[config.mk]
export PLATFORM = sky130hd
export DESIGN_NAME = reg_rename_map
export DESIGN_NICKNAME = d
export VERILOG_FILES = /design/src/rtl/rename_pkg.sv /design/src/rtl/rn_free_list.sv /design/src/rtl/rn_hist_queue.sv /design/src/rtl/rn_map_table.sv /design/src/rtl/reg_rename_map.sv
export SDC_FILE = /design/constraint.sdc
export NUM_CORES = 1
export LEC_CHECK = 0
export CORE_UTILIZATION = 70
export CTS_BUF_LIST = sky130_fd_sc_hd__clkbuf_4 sky130_fd_sc_hd__clkbuf_8
export DETAILED_ROUTE_END_ITERATION = 10
export GPL_ROUTABILITY_DRIVEN = 1
export PLACE_DENSITY = 0.95
export SLEW_MARGIN = 10
export SYNTH_ARGS = -nofsm -noshare
export SYNTH_HDL_FRONTEND = slang
export SYNTH_SLANG_ARGS = --single-unit
[constraint.sdc]
create_clock -name clk -period 6.3 [get_ports clk]
set_input_delay 0.945 -clock clk [delete_from_list [all_inputs] [get_ports clk]]
set_output_delay 0.945 -clock clk [all_outputs]
set_load 0.02 [all_outputs]
[src/rtl/rename_pkg.sv]
package rename_pkg;
  parameter int ARCH_W   = 3;
  parameter int TAG_W    = 4;
  parameter int HQ_AW    = 4;
  parameter int NUM_ARCH = 1 << ARCH_W;
  parameter int NUM_PHYS = 1 << TAG_W;

  typedef struct packed {
    logic              has_dst;
    logic [ARCH_W-1:0] dst;
    logic [TAG_W-1:0]  old_tag;
    logic              old_rdy;
    logic [TAG_W-1:0]  new_tag;
  } hist_ent_t;
endpackage

[src/rtl/rn_free_list.sv]
module rn_free_list #(
  parameter int TAG_W    = 4,
  parameter int NUM_ARCH = 8,
  parameter int NUM_PHYS = 16
) (
  input  logic             clk,
  input  logic             rst_n,
  input  logic             pop,
  input  logic             push,
  input  logic [TAG_W-1:0] push_tag,
  output logic [TAG_W-1:0] head_tag,
  output logic             empty
);
  localparam int AW    = TAG_W;
  localparam int DEPTH = 1 << AW;
  localparam int NFREE = NUM_PHYS - NUM_ARCH;

  logic [TAG_W-1:0] mem_q [DEPTH];
  logic [AW-1:0]    rd_q, rd_n, wr_q, wr_n;
  logic [AW:0]      cnt_q, cnt_n;

  always_comb begin
    rd_n  = rd_q;
    wr_n  = wr_q;
    cnt_n = cnt_q;
    if (pop)  rd_n = rd_q + 1'b1;
    if (push) wr_n = wr_q + 1'b1;
    cnt_n = cnt_q + (AW+1)'(push) - (AW+1)'(pop);
  end

  always_ff @(posedge clk or negedge rst_n) begin
    if (!rst_n) begin
      for (int i = 0; i < DEPTH; i++)
        mem_q[i] <= (i < NFREE) ? TAG_W'(NUM_ARCH + i) : '0;
      rd_q  <= '0;
      wr_q  <= AW'(NFREE);
      cnt_q <= (AW+1)'(NFREE);
    end else begin
      if (push) mem_q[wr_q] <= push_tag;
      rd_q  <= rd_n;
      wr_q  <= wr_n;
      cnt_q <= cnt_n;
    end
  end

  assign head_tag = mem_q[rd_q];
  assign empty    = (cnt_q == '0);

  p_no_pop_empty_r7: assert property (@(posedge clk) disable iff (!rst_n)
    pop |-> cnt_q != '0);
  p_no_push_full_r6: assert property (@(posedge clk) disable iff (!rst_n)
    push |-> cnt_q < (AW+1)'(DEPTH));
endmodule

[src/rtl/rn_hist_queue.sv]
module rn_hist_queue
  import rename_pkg::*;
#(
  parameter int AW = 4
) (
  input  logic             clk,
  input  logic             rst_n,
  input  logic             push,
  input  hist_ent_t        push_ent,
  input  logic             pop_head,
  input  logic             pop_tail,
  input  logic             bc_valid,
  input  logic [TAG_W-1:0] bc_tag,
  output logic             head_has_dst,
  output logic [TAG_W-1:0] head_old_tag,
  output hist_ent_t        tail_ent,
  output logic [AW-1:0]    tail_ptr,
  output logic             full,
  output logic             empty
);
  localparam int DEPTH = 1 << AW;

  hist_ent_t     mem_q [DEPTH];
  hist_ent_t     mem_n [DEPTH];
  logic [AW-1:0] hd_q, hd_n, tl_q, tl_n, tl_m1;
  logic [AW:0]   cnt_q, cnt_n;

  assign tl_m1 = tl_q - 1'b1;

  always_comb begin
    for (int i = 0; i < DEPTH; i++) begin
      mem_n[i] = mem_q[i];
      if (bc_valid && mem_q[i].old_tag == bc_tag) mem_n[i].old_rdy = 1'b1;
    end
    if (push) mem_n[tl_q] = push_ent;
    hd_n  = pop_head ? hd_q + 1'b1 : hd_q;
    tl_n  = push ? tl_q + 1'b1 : (pop_tail ? tl_m1 : tl_q);
    cnt_n = cnt_q + (AW+1)'(push) - (AW+1)'(pop_head) - (AW+1)'(pop_tail);
  end

  always_ff @(posedge clk or negedge rst_n) begin
    if (!rst_n) begin
      for (int i = 0; i < DEPTH; i++) mem_q[i] <= '0;
      hd_q  <= '0;
      tl_q  <= '0;
      cnt_q <= '0;
    end else begin
      for (int i = 0; i < DEPTH; i++) mem_q[i] <= mem_n[i];
      hd_q  <= hd_n;
      tl_q  <= tl_n;
      cnt_q <= cnt_n;
    end
  end

  assign head_has_dst = mem_q[hd_q].has_dst;
  assign head_old_tag = mem_q[hd_q].old_tag;
  assign tail_ent     = mem_q[tl_m1];
  assign tail_ptr     = tl_q;
  assign full         = (cnt_q == (AW+1)'(DEPTH));
  assign empty        = (cnt_q == '0);

  p_no_push_full_r8: assert property (@(posedge clk) disable iff (!rst_n)
    push |-> cnt_q < (AW+1)'(DEPTH));
  p_tail_step_r11: assert property (@(posedge clk) disable iff (!rst_n)
    push |=> tl_q == $past(tl_q) + 1'b1);
  p_no_pop_empty_r10: assert property (@(posedge clk) disable iff (!rst_n)
    (pop_head || pop_tail) |-> cnt_q != '0);
endmodule

[src/rtl/rn_map_table.sv]
module rn_map_table #(
  parameter int ARCH_W = 3,
  parameter int TAG_W  = 4,
  parameter int NRD    = 3
) (
  input  logic              clk,
  input  logic              rst_n,
  input  logic [ARCH_W-1:0] rd_arch [NRD],
  output logic [TAG_W-1:0]  rd_tag  [NRD],
  output logic              rd_rdy  [NRD],
  input  logic              bc_valid,
  input  logic [TAG_W-1:0]  bc_tag,
  input  logic              wr_en,
  input  logic [ARCH_W-1:0] wr_arch,
  input  logic [TAG_W-1:0]  wr_tag,
  input  logic              wr_rdy
);
  localparam int NUM_ARCH = 1 << ARCH_W;

  logic [TAG_W-1:0]    tag_q [NUM_ARCH];
  logic [TAG_W-1:0]    tag_n [NUM_ARCH];
  logic [NUM_ARCH-1:0] rdy_q, rdy_n;

  always_comb begin
    rdy_n = rdy_q;
    for (int i = 0; i < NUM_ARCH; i++) begin
      tag_n[i] = tag_q[i];
      if (bc_valid && tag_q[i] == bc_tag) rdy_n[i] = 1'b1;
    end
    if (wr_en) begin
      tag_n[wr_arch] = wr_tag;
      rdy_n[wr_arch] = wr_rdy;
    end
  end

  always_ff @(posedge clk or negedge rst_n) begin
    if (!rst_n) begin
      for (int i = 0; i < NUM_ARCH; i++) tag_q[i] <= TAG_W'(i);
      rdy_q <= '1;
    end else begin
      for (int i = 0; i < NUM_ARCH; i++) tag_q[i] <= tag_n[i];
      rdy_q <= rdy_n;
    end
  end

  for (genvar g = 0; g < NRD; g++) begin : g_rd
    assign rd_tag[g] = tag_q[rd_arch[g]];
    assign rd_rdy[g] = rdy_q[rd_arch[g]] | (bc_valid && tag_q[rd_arch[g]] == bc_tag);
  end

  p_alloc_busy_r3: assert property (@(posedge clk) disable iff (!rst_n)
    (wr_en && !wr_rdy) |=> !rdy_q[$past(wr_arch)]);
endmodule

[src/rtl/reg_rename_map.sv]
module reg_rename_map
  import rename_pkg::*;
(
  input  logic              clk,
  input  logic              rst_n,
  input  logic              ren_valid,
  input  logic [ARCH_W-1:0] ren_src_a,
  input  logic [ARCH_W-1:0] ren_src_b,
  input  logic              ren_has_dst,
  input  logic [ARCH_W-1:0] ren_dst,
  output logic              ren_stall,
  output logic [TAG_W-1:0]  src_a_tag,
  output logic              src_a_rdy,
  output logic [TAG_W-1:0]  src_b_tag,
  output logic              src_b_rdy,
  output logic [TAG_W-1:0]  dst_tag,
  output logic [HQ_AW-1:0]  ren_seq,
  input  logic              res_valid,
  input  logic [TAG_W-1:0]  res_tag,
  input  logic              grad_valid,
  input  logic              rec_valid,
  input  logic [HQ_AW-1:0]  rec_keep_seq
);
  localparam int NRD = 3;

  logic [ARCH_W-1:0] rd_arch [NRD];
  logic [TAG_W-1:0]  rd_tag  [NRD];
  logic              rd_rdy  [NRD];

  logic              fl_empty, fl_pop, fl_push;
  logic [TAG_W-1:0]  fl_head, fl_push_tag;
  logic              q_full, q_empty, q_push, q_pop_head, q_pop_tail;
  logic              q_head_has_dst;
  logic [TAG_W-1:0]  q_head_old_tag;
  hist_ent_t         q_tail_ent, q_push_ent;
  logic [HQ_AW-1:0]  q_tail_ptr;

  logic              rec_act_q, rec_act_n;
  logic [HQ_AW-1:0]  keep_q, keep_n;
  logic              unwind, fire, alloc;
  logic              wr_en, wr_rdy;
  logic [ARCH_W-1:0] wr_arch;
  logic [TAG_W-1:0]  wr_tag;

  assign rd_arch[0] = ren_src_a;
  assign rd_arch[1] = ren_src_b;
  assign rd_arch[2] = ren_dst;

  assign unwind     = rec_act_q && (q_tail_ptr - 1'b1) != keep_q;
  assign ren_stall  = rec_act_q | rec_valid | fl_empty | q_full;
  assign fire       = ren_valid & ~ren_stall;
  assign alloc      = fire & ren_has_dst;
  assign q_push     = fire;
  assign q_pop_tail = unwind;
  assign q_pop_head = grad_valid & ~q_empty & ~rec_act_q;
  assign fl_pop     = alloc;

  assign q_push_ent = '{has_dst: ren_has_dst, dst: ren_dst, old_tag: rd_tag[2],
                        old_rdy: rd_rdy[2], new_tag: fl_head};

  always_comb begin
    fl_push     = 1'b0;
    fl_push_tag = q_head_old_tag;
    wr_en       = alloc;
    wr_arch     = ren_dst;
    wr_tag      = fl_head;
    wr_rdy      = 1'b0;
    if (unwind && q_tail_ent.has_dst) begin
      fl_push     = 1'b1;
      fl_push_tag = q_tail_ent.new_tag;
      wr_en       = 1'b1;
      wr_arch     = q_tail_ent.dst;
      wr_tag      = q_tail_ent.old_tag;
      wr_rdy      = q_tail_ent.old_rdy | (res_valid && res_tag == q_tail_ent.old_tag);
    end else if (q_pop_head && q_head_has_dst) begin
      fl_push = 1'b1;
    end
  end

  always_comb begin
    rec_act_n = rec_act_q;
    keep_n    = keep_q;
    if (rec_valid && !rec_act_q) begin
      rec_act_n = 1'b1;
      keep_n    = rec_keep_seq;
    end else if (rec_act_q && !unwind) begin
      rec_act_n = 1'b0;
    end
  end

  always_ff @(posedge clk or negedge rst_n) begin
    if (!rst_n) begin
      rec_act_q <= 1'b0;
      keep_q    <= '0;
    end else begin
      rec_act_q <= rec_act_n;
      keep_q    <= keep_n;
    end
  end

  rn_map_table #(.ARCH_W(ARCH_W), .TAG_W(TAG_W), .NRD(NRD)) u_map (
    .clk(clk), .rst_n(rst_n), .rd_arch(rd_arch), .rd_tag(rd_tag), .rd_rdy(rd_rdy),
    .bc_valid(res_valid), .bc_tag(res_tag), .wr_en(wr_en), .wr_arch(wr_arch),
    .wr_tag(wr_tag), .wr_rdy(wr_rdy));

  rn_free_list #(.TAG_W(TAG_W), .NUM_ARCH(NUM_ARCH), .NUM_PHYS(NUM_PHYS)) u_free (
    .clk(clk), .rst_n(rst_n), .pop(fl_pop), .push(fl_push), .push_tag(fl_push_tag),
    .head_tag(fl_head), .empty(fl_empty));

  rn_hist_queue #(.AW(HQ_AW)) u_hist (
    .clk(clk), .rst_n(rst_n), .push(q_push), .push_ent(q_push_ent),
    .pop_head(q_pop_head), .pop_tail(q_pop_tail), .bc_valid(res_valid), .bc_tag(res_tag),
    .head_has_dst(q_head_has_dst), .head_old_tag(q_head_old_tag), .tail_ent(q_tail_ent),
    .tail_ptr(q_tail_ptr), .full(q_full), .empty(q_empty));

  assign src_a_tag = rd_tag[0];
  assign src_a_rdy = rd_rdy[0];
  assign src_b_tag = rd_tag[1];
  assign src_b_rdy = rd_rdy[1];
  assign dst_tag   = fl_head;
  assign ren_seq   = q_tail_ptr;

  p_grad_quiet_r10: assert property (@(posedge clk) disable iff (!rst_n)
    rec_act_q |-> !grad_valid);
  p_rec_holds_r10: assert property (@(posedge clk) disable iff (!rst_n)
    (rec_valid && !rec_act_q) |=> ren_stall);
endmodule

==> results of run 1 <==
## cells by family (layout without fill, tap and decap cells)
family | after synthesis | in the layout | share of synthesized area (%)
muxes | 403 | 403 | 31.8
DFF | 343 | 343 | 46.0
and+or+nand+nor | 255 | 255 | 6.50
AOI/OAI and AO/OA | 145 | 145 | 4.52
xor gates and xnor gates | 132 | 132 | 6.31
buffers and inverters | 132 | 183 | 3.07
adders and majority gates | 26 | 26 | 1.81
## worst min path at each step
stage / startpoint / end / depth (start not counted)
floorplan: u_free.mem_q[20] / u_free.mem_q[20] / 1
global placement: u_free.mem_q[36] / u_free.mem_q[36] / 1
detailed placement: u_hist.mem_q[183] / u_hist.mem_q[183] / 1
CTS: rst_n / u_hist.mem_q[193] / 1
global route: rst_n / u_map.tag_q[28] / 1
finish: rst_n / u_map.tag_q[28] / 1
## power groups by stage
stage / registers [mW] / clock network, mW / logic, mW
5_1_grt: 3.09 / 2.14 / 2.79
3_5_place_dp: 3.06 / 0 / 2.55
4_1_cts: 3.03 / 2.05 / 2.59
2_1_floorplan: 2.78 / 0 / 2.09
6_report: 3.04 / 2.04 / 2.62
3_3_place_gp: 3.02 / 0 / 2.42
## cell type report
class                           instances  area, um^2
Clock buffer                           87        1100
Tap cell                              335         419
Timing Repair Buffer                   64         588
Clock inverter                          8        73.8
Inverter                               24        90.1
Sequential cell                       343        8640
Fill cell                            1353        5720
Multi-Input combinational cell        961        9570
## stage by stage
stage | worst slack (ns) | instance area (um^2)
3_5_place_dp | 1.42 | 19300
4_1_cts | 1.41 | 20500
6_report | 1.44 | 20500
2_1_floorplan | 1.89 | 18800
5_1_grt | 1.24 | 20500
3_3_place_gp | 1.47 | 19300
## cell usage after synthesis (4+ instances only)
library cell / n / share of area [%]
dfrtp_1: 301 / 40
mux2_2: 234 / 14
nand2_1: 145 / 2.9
mux4_2: 128 / 15
xor2_1: 87 / 4.1
o21ai_0: 78 / 2.1
clkbuf_1: 67 / 1.3
dfstp_2: 42 / 5.9
xnor2_1: 42 / 2.0
mux2i_1: 33 / 1.8
a31oi_1: 30 / 1.0
nor3_1: 28 / 0.75
ha_1: 24 / 1.6
inv_1: 24 / 0.48
a21oi_1: 17 / 0.45
buf_1: 14 / 0.28
nand3_1: 14 / 0.37
buf_2: 13 / 0.35
nor2_1: 13 / 0.26
buf_4: 11 / 0.44
and3_1: 8 / 0.27
a211oi_1: 7 / 0.28
mux2_4: 6 / 0.48
nand4b_1: 6 / 0.28
and2_0: 4 / 0.13
and2_1: 4 / 0.13
nand4_1: 4 / 0.13
## routing by layer
| layer | wire length, um | share of wire, % | vias up |
|---|---|---|---|
| met3 | 4570 | 9.3 | 253 |
| met5 | 0 | 0 | - |
| li1 | - | - | 5277 |
| met1 | 17500 | 36 | 6576 |
| met4 | 2770 | 5.7 | 0 |
| met2 | 24100 | 49 | 913 |
## worst max-delay path: stages
cell and delay [ns]:
clkdlybuf4s50_1 0.90, mux4_2 0.59, mux2_2 0.29, xor2_1 0.14
nor3_1 0.25, nand4b_1 0.11, nand2_1 0.07, clkdlybuf4s50_1 0.60
## flip-flops by register name, summed over array words and instances (netlist names)
register         count
u_hist.mem_q       208
u_free.mem_q        64
u_map.tag_q         32
u_map.rdy_q          8
u_free.cnt_q         5
u_hist.cnt_q         5
keep_q               4
u_free.rd_q          4
u_free.wr_q          4
u_hist.hd_q          4
u_hist.tail_ptr      4
rec_act_q            1
==> results by group, run 1 <==
Flow run
  • Max-cap viol count: 0

Floorplan
  • Starting Density: 71.6%
  • Rows: 59
  • Die Y: 166 um
  • Die Width: 166 um
  • I/O pins: 43
  • Core Area: 26200 um^2
  • Die area: 27500 um^2

Run status
  • Failing checks: DRC
  • Outcome: complete, but fails checks

Placement
  • Routability cong.: 0.949
  • DPL Wire Length: 30800 um
  • Cells after DPL: 1727
  • Port Buffers: 42

Global route
  • Global routing usage on met3: 7.01%
  • Vias in the first global route: 13800
  • Pin count of the biggest net entering global routing: 149
  • Total Routing Usage GR: 37.0%
  • Met2 Resource Use GR: 60.6%
  • GRT busiest layer: met2
  • GR Util met1: 46.8%
  • Initial antenna violation count: 0
  • Congestion Overflow GR: 0
  • First-pass GRT wire length: 77500 um

Detailed routing
  • Drt pass-1 iters: 11
  • Drt drc: 3
  • Routed WL per cell: 26.9 um
  • Final WL: 48900 um
  • Total number of vias: 13000
  • Antenna-violating nets left: 0
  • Vias per Instance: 7.15
  • Initial DRC count: 1551

Finish
  • Final Util: 78.2%
  • Most common cell after layout, fill and taps aside: dfrtp_1
  • Non-Filler Instances: 1822
  • Number of antenna diodes: 0
  • Area growth syn-to-layout: 9.11%
  • Layout cells sized above 1: 37.0%
  • Nets: 1498
  • Most frequent cells in the layout: dfrtp_1 (299), mux2_2 (234), nand2_1 (145)

STA
  • Period utilization: 77.1%
  • Fmax: 206 MHz
  • Min cycle time layout: 4.86 ns
  • Final hold violation count: 0
  • Pins Over Slew Limit: 0
  • RSZ-0062 raised after global routing: no
  • Final setup vio count: 0
  • Clock skew: 0.0275 ns
  • Sum Neg Setup Slack: 0 ns
  • Max_slew headroom: 22.4%
  • Worst Max-Slew Pin Slew: 1.16 ns
  • Fin Hold WS: 0.415 ns

Power and ir drop
  • Int Pwr: 4.92 mW
  • PD cells: 376 nW/um^2
  • Clock Power Share: 26.5%
  • Sw Pwr: 2.79 mW
  • Overall power: 7.71 mW
  • Comb pwr share: 34.0%
  • Leak: 9.30 nW
  • Sw Share: 36.2%
  • Max VDD drop: 0.244 mV
  • Sequential Power Share: 39.5%

Clock network
  • CTS tree: yes
  • Post-CTS setup buffers: 0
  • H-tree Lvls: 2
  • Clk buf depth: 3
  • Clk sinks: 343
  • Post-CTS resize count: 0
  • TritonCTS Buffers: 54
  • Root buf cell: clkbuf_8
  • # hold bufs at CTS: 0
  • Reg clk slew, reported paths: 0.07 ns
  • Worst-skew pair later-pin latency: 0.61 ns

Setup path
  • Crit Path Max Fanout: 10
  • WS Path Type: input port to output pin
  • Crit path DAT: 3.91 ns
  • Worst Reg2Reg Path Length in Cells: 10
  • Worst EP required: 5.35 ns
  • Worst Setup SP: ren_src_a[0]
  • R2r endpoint: u_map.tag_q[26]
  • Worst setup path endpoint: src_a_rdy
  • R2r startpoint: u_hist.tail_ptr[0]
  • Flop-to-flop setup slack: 1.53 ns
  • Crit end category: output pin
  • Worst setup SP type: input port

Logic synthesis
  • Primary FF master, synth: dfrtp_1
  • Syn_nets: 1486
  • Synthesized flop and latch total: 343
  • Synth Instances: 1436
  • Async set-reset flop share out of synthesis: 100%
  • Post-synth EDFFs: 0
  • Post-synthesis area per instance: 13.1 um^2
  • Unique masters post-synth: 58
  • Sequential area share after synthesis: 46.0%
  • Synth warn: 0
  • Mapped cell area: 18800 um^2

Hold path
  • Hold Path Class: input port to async pin
Power figures use the tool's default switching activity.
==> run 2, diff against run 1 <==
Settings changed: CORE_UTILIZATION 70 to 59, PLACE_DENSITY 0.95 to 0.87.
Clock period 6.3 ns to 4.3 ns, I/O delays scaled along.
==> run 2 against run 1 <==
  * The flow now finishes without violations
  * Routed wire length fell by 0.28%
  * Total power rose by 50%
  * Sequential share of layout area down 0.77 points
  * Count of clock-buffer cells in the layout increased by 7
  * Cell count increased by 5.2%
  * Non-clock buffer count is 23 higher
==> results by group, run 2 (synthesis gave the netlist of run 1 again) <==
Clock network
  • Worst-skew pair later-pin latency: 0.64 ns
  • Post-CTS setup buffers: 0
  • # hold bufs at CTS: 0
  • CTS tree: yes
  • Post-CTS resize count: 0
  • Root buf cell: clkbuf_8
  • Clk buf depth: 3
  • H-tree Lvls: 2
  • Clk sinks: 343
  • Reg clk slew, reported paths: 0.06 ns
  • TritonCTS Buffers: 56

Floorplan
  • Die Width: 180 um
  • Core Area: 30900 um^2
  • Rows: 64
  • Die area: 32500 um^2
  • I/O pins: 43
  • Die Y: 180 um
  • Starting Density: 60.7%

Placement
  • Port Buffers: 42
  • DPL Wire Length: 31600 um
  • Dpl cell area: 19600 um^2
  • Routability cong.: 0.967

Setup path
  • WS Path Type: input port to output pin
  • Crit Path Max Fanout: 7
  • Crit path DAT: 3.43 ns
  • Worst EP required: 3.65 ns
  • Crit end category: output pin
  • Worst setup SP type: input port
  • Worst Reg2Reg Path Length in Cells: 16

Finish
  • Most common cell after layout, fill and taps aside: dfrtp_1
  • Number of antenna diodes: 0
  • Most frequent cells in the layout: dfrtp_1 (300), mux2_2 (234), nand2_1 (145)
  • Max FFs per register: 208
  • Layout cells sized above 1: 38.3%
  • Area growth syn-to-layout: 11.1%
  • Largest register by flop count: u_hist.mem_q
  • Design Area, Final: 20900 um^2
  • Footprint of the multi-input gates: 9570 um^2
  • Final Util: 67.5%
  • FILL cells: 1983
  • Biggest regs: u_hist.mem_q: 208 flops, u_free.mem_q: 64 flops, u_map.tag_q: 32 flops
  • Nets: 1523
  • Register area: 8640 um^2

Detailed routing
  • Final WL: 48800 um
  • Total number of vias: 13000
  • Drt pass-1 iters: 7
  • Vias per Instance: 6.78
  • Initial DRC count: 1439
  • Drt drc: 0
  • Antenna-violating nets left: 0
  • Routed WL per cell: 25.5 um

STA
  • Period utilization: 94.7%
  • Pins Over Slew Limit: 0
  • Fmax: 245 MHz
  • Min cycle time layout: 4.07 ns
  • Max_slew headroom: 13.1%
  • Final setup vio count: 0
  • Worst Max-Slew Pin Slew: 1.29 ns
  • Sum Neg Setup Slack: 0 ns
  • RSZ-0062 raised after global routing: no
  • Final hold violation count: 0
  • Clock skew: 0.0515 ns

Global route
  • Congestion Overflow GR: 0
  • Initial antenna violation count: 0
  • Global routing usage on met3: 7.44%
  • GRT busiest layer: met2
  • Total Routing Usage GR: 30.7%
  • Met2 Resource Use GR: 47.9%
  • Pin count of the biggest net entering global routing: 119
  • GR Util met1: 40.8%
  • Vias in the first global route: 13800
  • First-pass GRT wire length: 77200 um

Power and ir drop
  • Max VDD drop: 0.335 mV
  • Leak: 9.48 nW
  • PD cells: 554 nW/um^2

Hold path
  • Hold Path Class: input port to async pin

Run status
  • Outcome: finished, final reports clean

Flow run
  • Max-cap viol count: 0
==> run 2: cell types whose count changed in the layout (fill, tap and decap cells not counted), sizes merged <==
cell      before  now
buf           26   49
clkinvlp       1    0
clkinv         5   10
clkbuf        87   94
==> run 2: path summary, 6_finish.rpt <==
check                                     to  slack [ns]              from
max in group asynchronous  u_hist.mem_q[141]        3.10             rst_n
max reg2reg                  u_free.cnt_q[4]        0.35   u_free.cnt_q[3]
min                         u_free.mem_q[41]        0.07             rst_n
max                                src_a_rdy        0.23      ren_src_a[0]
min reg2reg                 u_hist.mem_q[92]        0.50  u_hist.mem_q[92]
min in group clk            u_hist.mem_q[92]        0.50  u_hist.mem_q[92]
==> run 2: cell type report <==
cell class                 count  area share, %
multi-input combinational    961           45.9
sequential                   343           41.4
clock buffer                  94           5.57
timing repair buffer          87           3.77
tap                          396           2.37
clock inverter                12          0.570
inverter                      24          0.432
==> run 2: metrics by stage <==
step	total power [mW]	setup WS [ns]	cells	hold WS, ns
6_report	11.6	0.226	1917	0.0713
3_5_place_dp	8.36	0.216	1811	0.489
3_3_place_gp	8.16	0.282	1811	0.482
5_1_grt	12.1	0.0923	1917	0.130
4_1_cts	11.5	0.212	1917	0.0851
2_1_floorplan	7.13	0.0275	1436	0.349
==> run 2: worst max-delay path, stage by stage <==
cell and delay, ns:
clkdlybuf4s50_1 0.74, mux4_2 0.55, mux2_2 0.30, xor2_1 0.16, nor3_1 0.21, nand4b_1 0.11, nand2_1 0.10, clkdlybuf4s50_1 0.62
==> run 2: report_power, final <==
group,switching (mW),internal (mW),total [mW]
registers,0.473,3.77,4.25
clock network,1.37,1.78,3.14
logic,2.30,1.88,4.17
==> run 2: routing by layer <==
layer  up-vias  share of wire (%)
met5         -                  0
met2       805                 47
met3       192                9.6
met1      6651                 39
met4         0                4.3
li1       5344                  -
==> run 3, diff against run 2 <==
Settings changed: CORE_UTILIZATION 59 to 65, PLACE_DENSITY 0.87 to 0.91.
Clock period 4.3 ns to 4.4 ns, I/O delays scaled along.
==> run 3 against run 2 <==
  * Clock skew is 0.032 ns lower
  * Sequential cell count stayed put
  * Total power is 3.4% lower
  * Register-to-register slack worse by 0.26 ns
  * Die area is 9.1% lower
  * Combinational power is 3% lower
  * Worst hold slack better by 0.030 ns
  * First-iteration DRC count is 13% higher
  * Critical path type is now flop to flop
==> results by group, run 3 (synthesis gave the netlist of run 1 again) <==
Run status
  • Outcome: finished, final reports clean

Placement
  • Port Buffers: 42
  • Dpl cell area: 19500 um^2
  • Routability cong.: 0.996
  • Cells after DPL: 1790
  • DPL Wire Length: 31600 um

STA
  • Clock skew: 0.0190 ns
  • Min cycle time layout: 4.31 ns
  • Worst Max-Slew Pin Slew: 1.05 ns
  • Period utilization: 97.9%
  • Fmax: 232 MHz
  • Sum Neg Setup Slack: 0 ns
  • Pins Over Slew Limit: 0
  • RSZ-0062 raised after global routing: no
  • Final hold violation count: 0
  • Final setup vio count: 0
  • Max_slew headroom: 30.0%

Global route
  • Congestion Overflow GR: 0
  • Vias in the first global route: 14100
  • Initial antenna violation count: 1
  • Pin count of the biggest net entering global routing: 100
  • Total Routing Usage GR: 35.9%
  • First-pass GRT wire length: 79100 um

Power and ir drop
  • Clock Power Share: 26.4%
  • Int Pwr: 7.14 mW
  • Sw Pwr: 4.02 mW
  • Comb pwr share: 36.1%
  • PD cells: 538 nW/um^2
  • Max VDD drop: 0.434 mV
  • Sequential Power Share: 37.5%
  • Leak: 9.43 nW
  • Sw Share: 36.0%

Setup path
  • Worst Reg2Reg Path Length in Cells: 9
  • R2r startpoint: u_hist.tail_ptr[0]
  • Crit Path Max Fanout: 22
  • WS Path Type: flop to flop
  • Flop-to-flop setup slack: 0.09 ns
  • Worst setup SP type: flop
  • Worst Setup SP: u_hist.tail_ptr[0]
  • Worst setup path endpoint: u_map.tag_q[15]
  • Crit end category: flop
  • Crit path DAT: 4.79 ns
  • Worst EP required: 4.88 ns
  • R2r endpoint: u_map.tag_q[15]

Clock network
  • Post-CTS setup buffers: 0
  • H-tree Lvls: 2
  • TritonCTS Buffers: 55
  • CTS tree: yes
  • Clk buf depth: 3
  • Post-CTS resize count: 0
  • Worst-skew pair later-pin latency: 0.60 ns
  • Clk sinks: 343
  • Reg clk slew, reported paths: 0.06 ns
  • Root buf cell: clkbuf_8
  • # hold bufs at CTS: 0

Detailed routing
  • Drt pass-1 iters: 7
  • Drt drc: 0
  • Final WL: 50300 um
  • Total number of vias: 13100
  • Routed WL per cell: 26.5 um
  • Antenna-violating nets left: 0
  • Initial DRC count: 1623
  • Vias per Instance: 6.94

Floorplan
  • Rows: 61
  • Core Area: 28100 um^2
  • I/O pins: 43
  • Die Y: 172 um
  • Starting Density: 66.9%
  • Die Width: 172 um
  • Die area: 29600 um^2

Finish
  • Area growth syn-to-layout: 10.5%
  • Final Util: 73.9%
  • FILL cells: 1665
  • Design Area, Final: 20700 um^2
  • Nets: 1519
  • Most common cell after layout, fill and taps aside: dfrtp_1
  • Number of antenna diodes: 0
  • Max FFs per register: 208
  • Most frequent cells in the layout: dfrtp_1 (300), mux2_2 (234), nand2_1 (145)
  • Biggest regs: u_hist.mem_q: 208 flops, u_free.mem_q: 64 flops, u_map.tag_q: 32 flops
  • Largest register by flop count: u_hist.mem_q
  • Layout cells sized above 1: 38.3%
  • Non-Filler Instances: 1894

Flow run
  • Max-cap viol count: 0

Hold path
  • Hold Path Class: input port to async pin
[run 3: changes by cell type in the layout (fill, tap and decap cells not counted), moves of 2 or more]
cell,before,now
clkbuf_4,21,26
o21ai_2,2,4
clkbuf_8,73,67
clkinvlp_4,0,2
clkinv_8,2,0
buf_4,42,40
[run 3: power groups by stage]
stage	Sequential [mW]	Combinational [mW]	Clock, mW
final	4.18	4.03	2.95
after global routing	4.23	4.28	3.13
after CTS	4.15	3.97	2.98
after detailed placement	4.19	3.92	0
after global placement	4.14	3.73	0
after floorplan	3.98	2.99	0
[run 3: per-stage QoR]
step / hold WS [ns] / setup slack [ns] / power (mW)
final: 0.101 / 0.0938 / 11.2
after global routing: 0.163 / 0.0465 / 11.6
after CTS: 0.118 / 0.157 / 11.1
after detailed placement: 0.491 / 0.256 / 8.11
after global placement: 0.481 / 0.291 / 7.87
after floorplan: 0.364 / 0.127 / 6.97
[run 3: critical path: stages, from the launching register on]
cell	delay [ns]
dfrtp_4	0.51
inv_1	0.13
ha_2	0.79
mux4_2	0.34
mux2i_1	0.09
mux2_4	0.29
nand2b_1	0.55
o22a_1	0.48
nor3_2	0.58
mux2_2	0.42
[run 3: layer usage]
metal	GRT usage, %	share of wire [%]	up-vias
met3	10.6	12	262
met4	21.2	5.8	0
met2	57.2	48	962
met5	0	0	-
met1	43.6	35	6602
li1	-	-	5320
[run 3: final cells by class]
| cell class | instances | area, um^2 | area share (%) |
|---|---|---|---|
| multi-input combinational | 961 | 9590 | 46.2 |
| sequential | 343 | 8640 | 41.6 |
| clock buffer | 93 | 1120 | 5.39 |
| timing repair buffer | 84 | 751 | 3.62 |
| tap | 378 | 473 | 2.28 |
| inverter | 24 | 90.1 | 0.434 |
| clock inverter | 11 | 88.8 | 0.428 |
[run 3: worst min path at each step]
stage               cells after the start           endpoint         startpoint
global route                            1   u_free.mem_q[36]              rst_n
finish                                  1   u_free.mem_q[36]              rst_n
global placement                        1  u_hist.mem_q[205]  u_hist.mem_q[205]
floorplan                               0          keep_q[0]              rst_n
CTS                                     1  u_hist.mem_q[198]              rst_n
detailed placement                      1   u_hist.mem_q[36]   u_hist.mem_q[36]
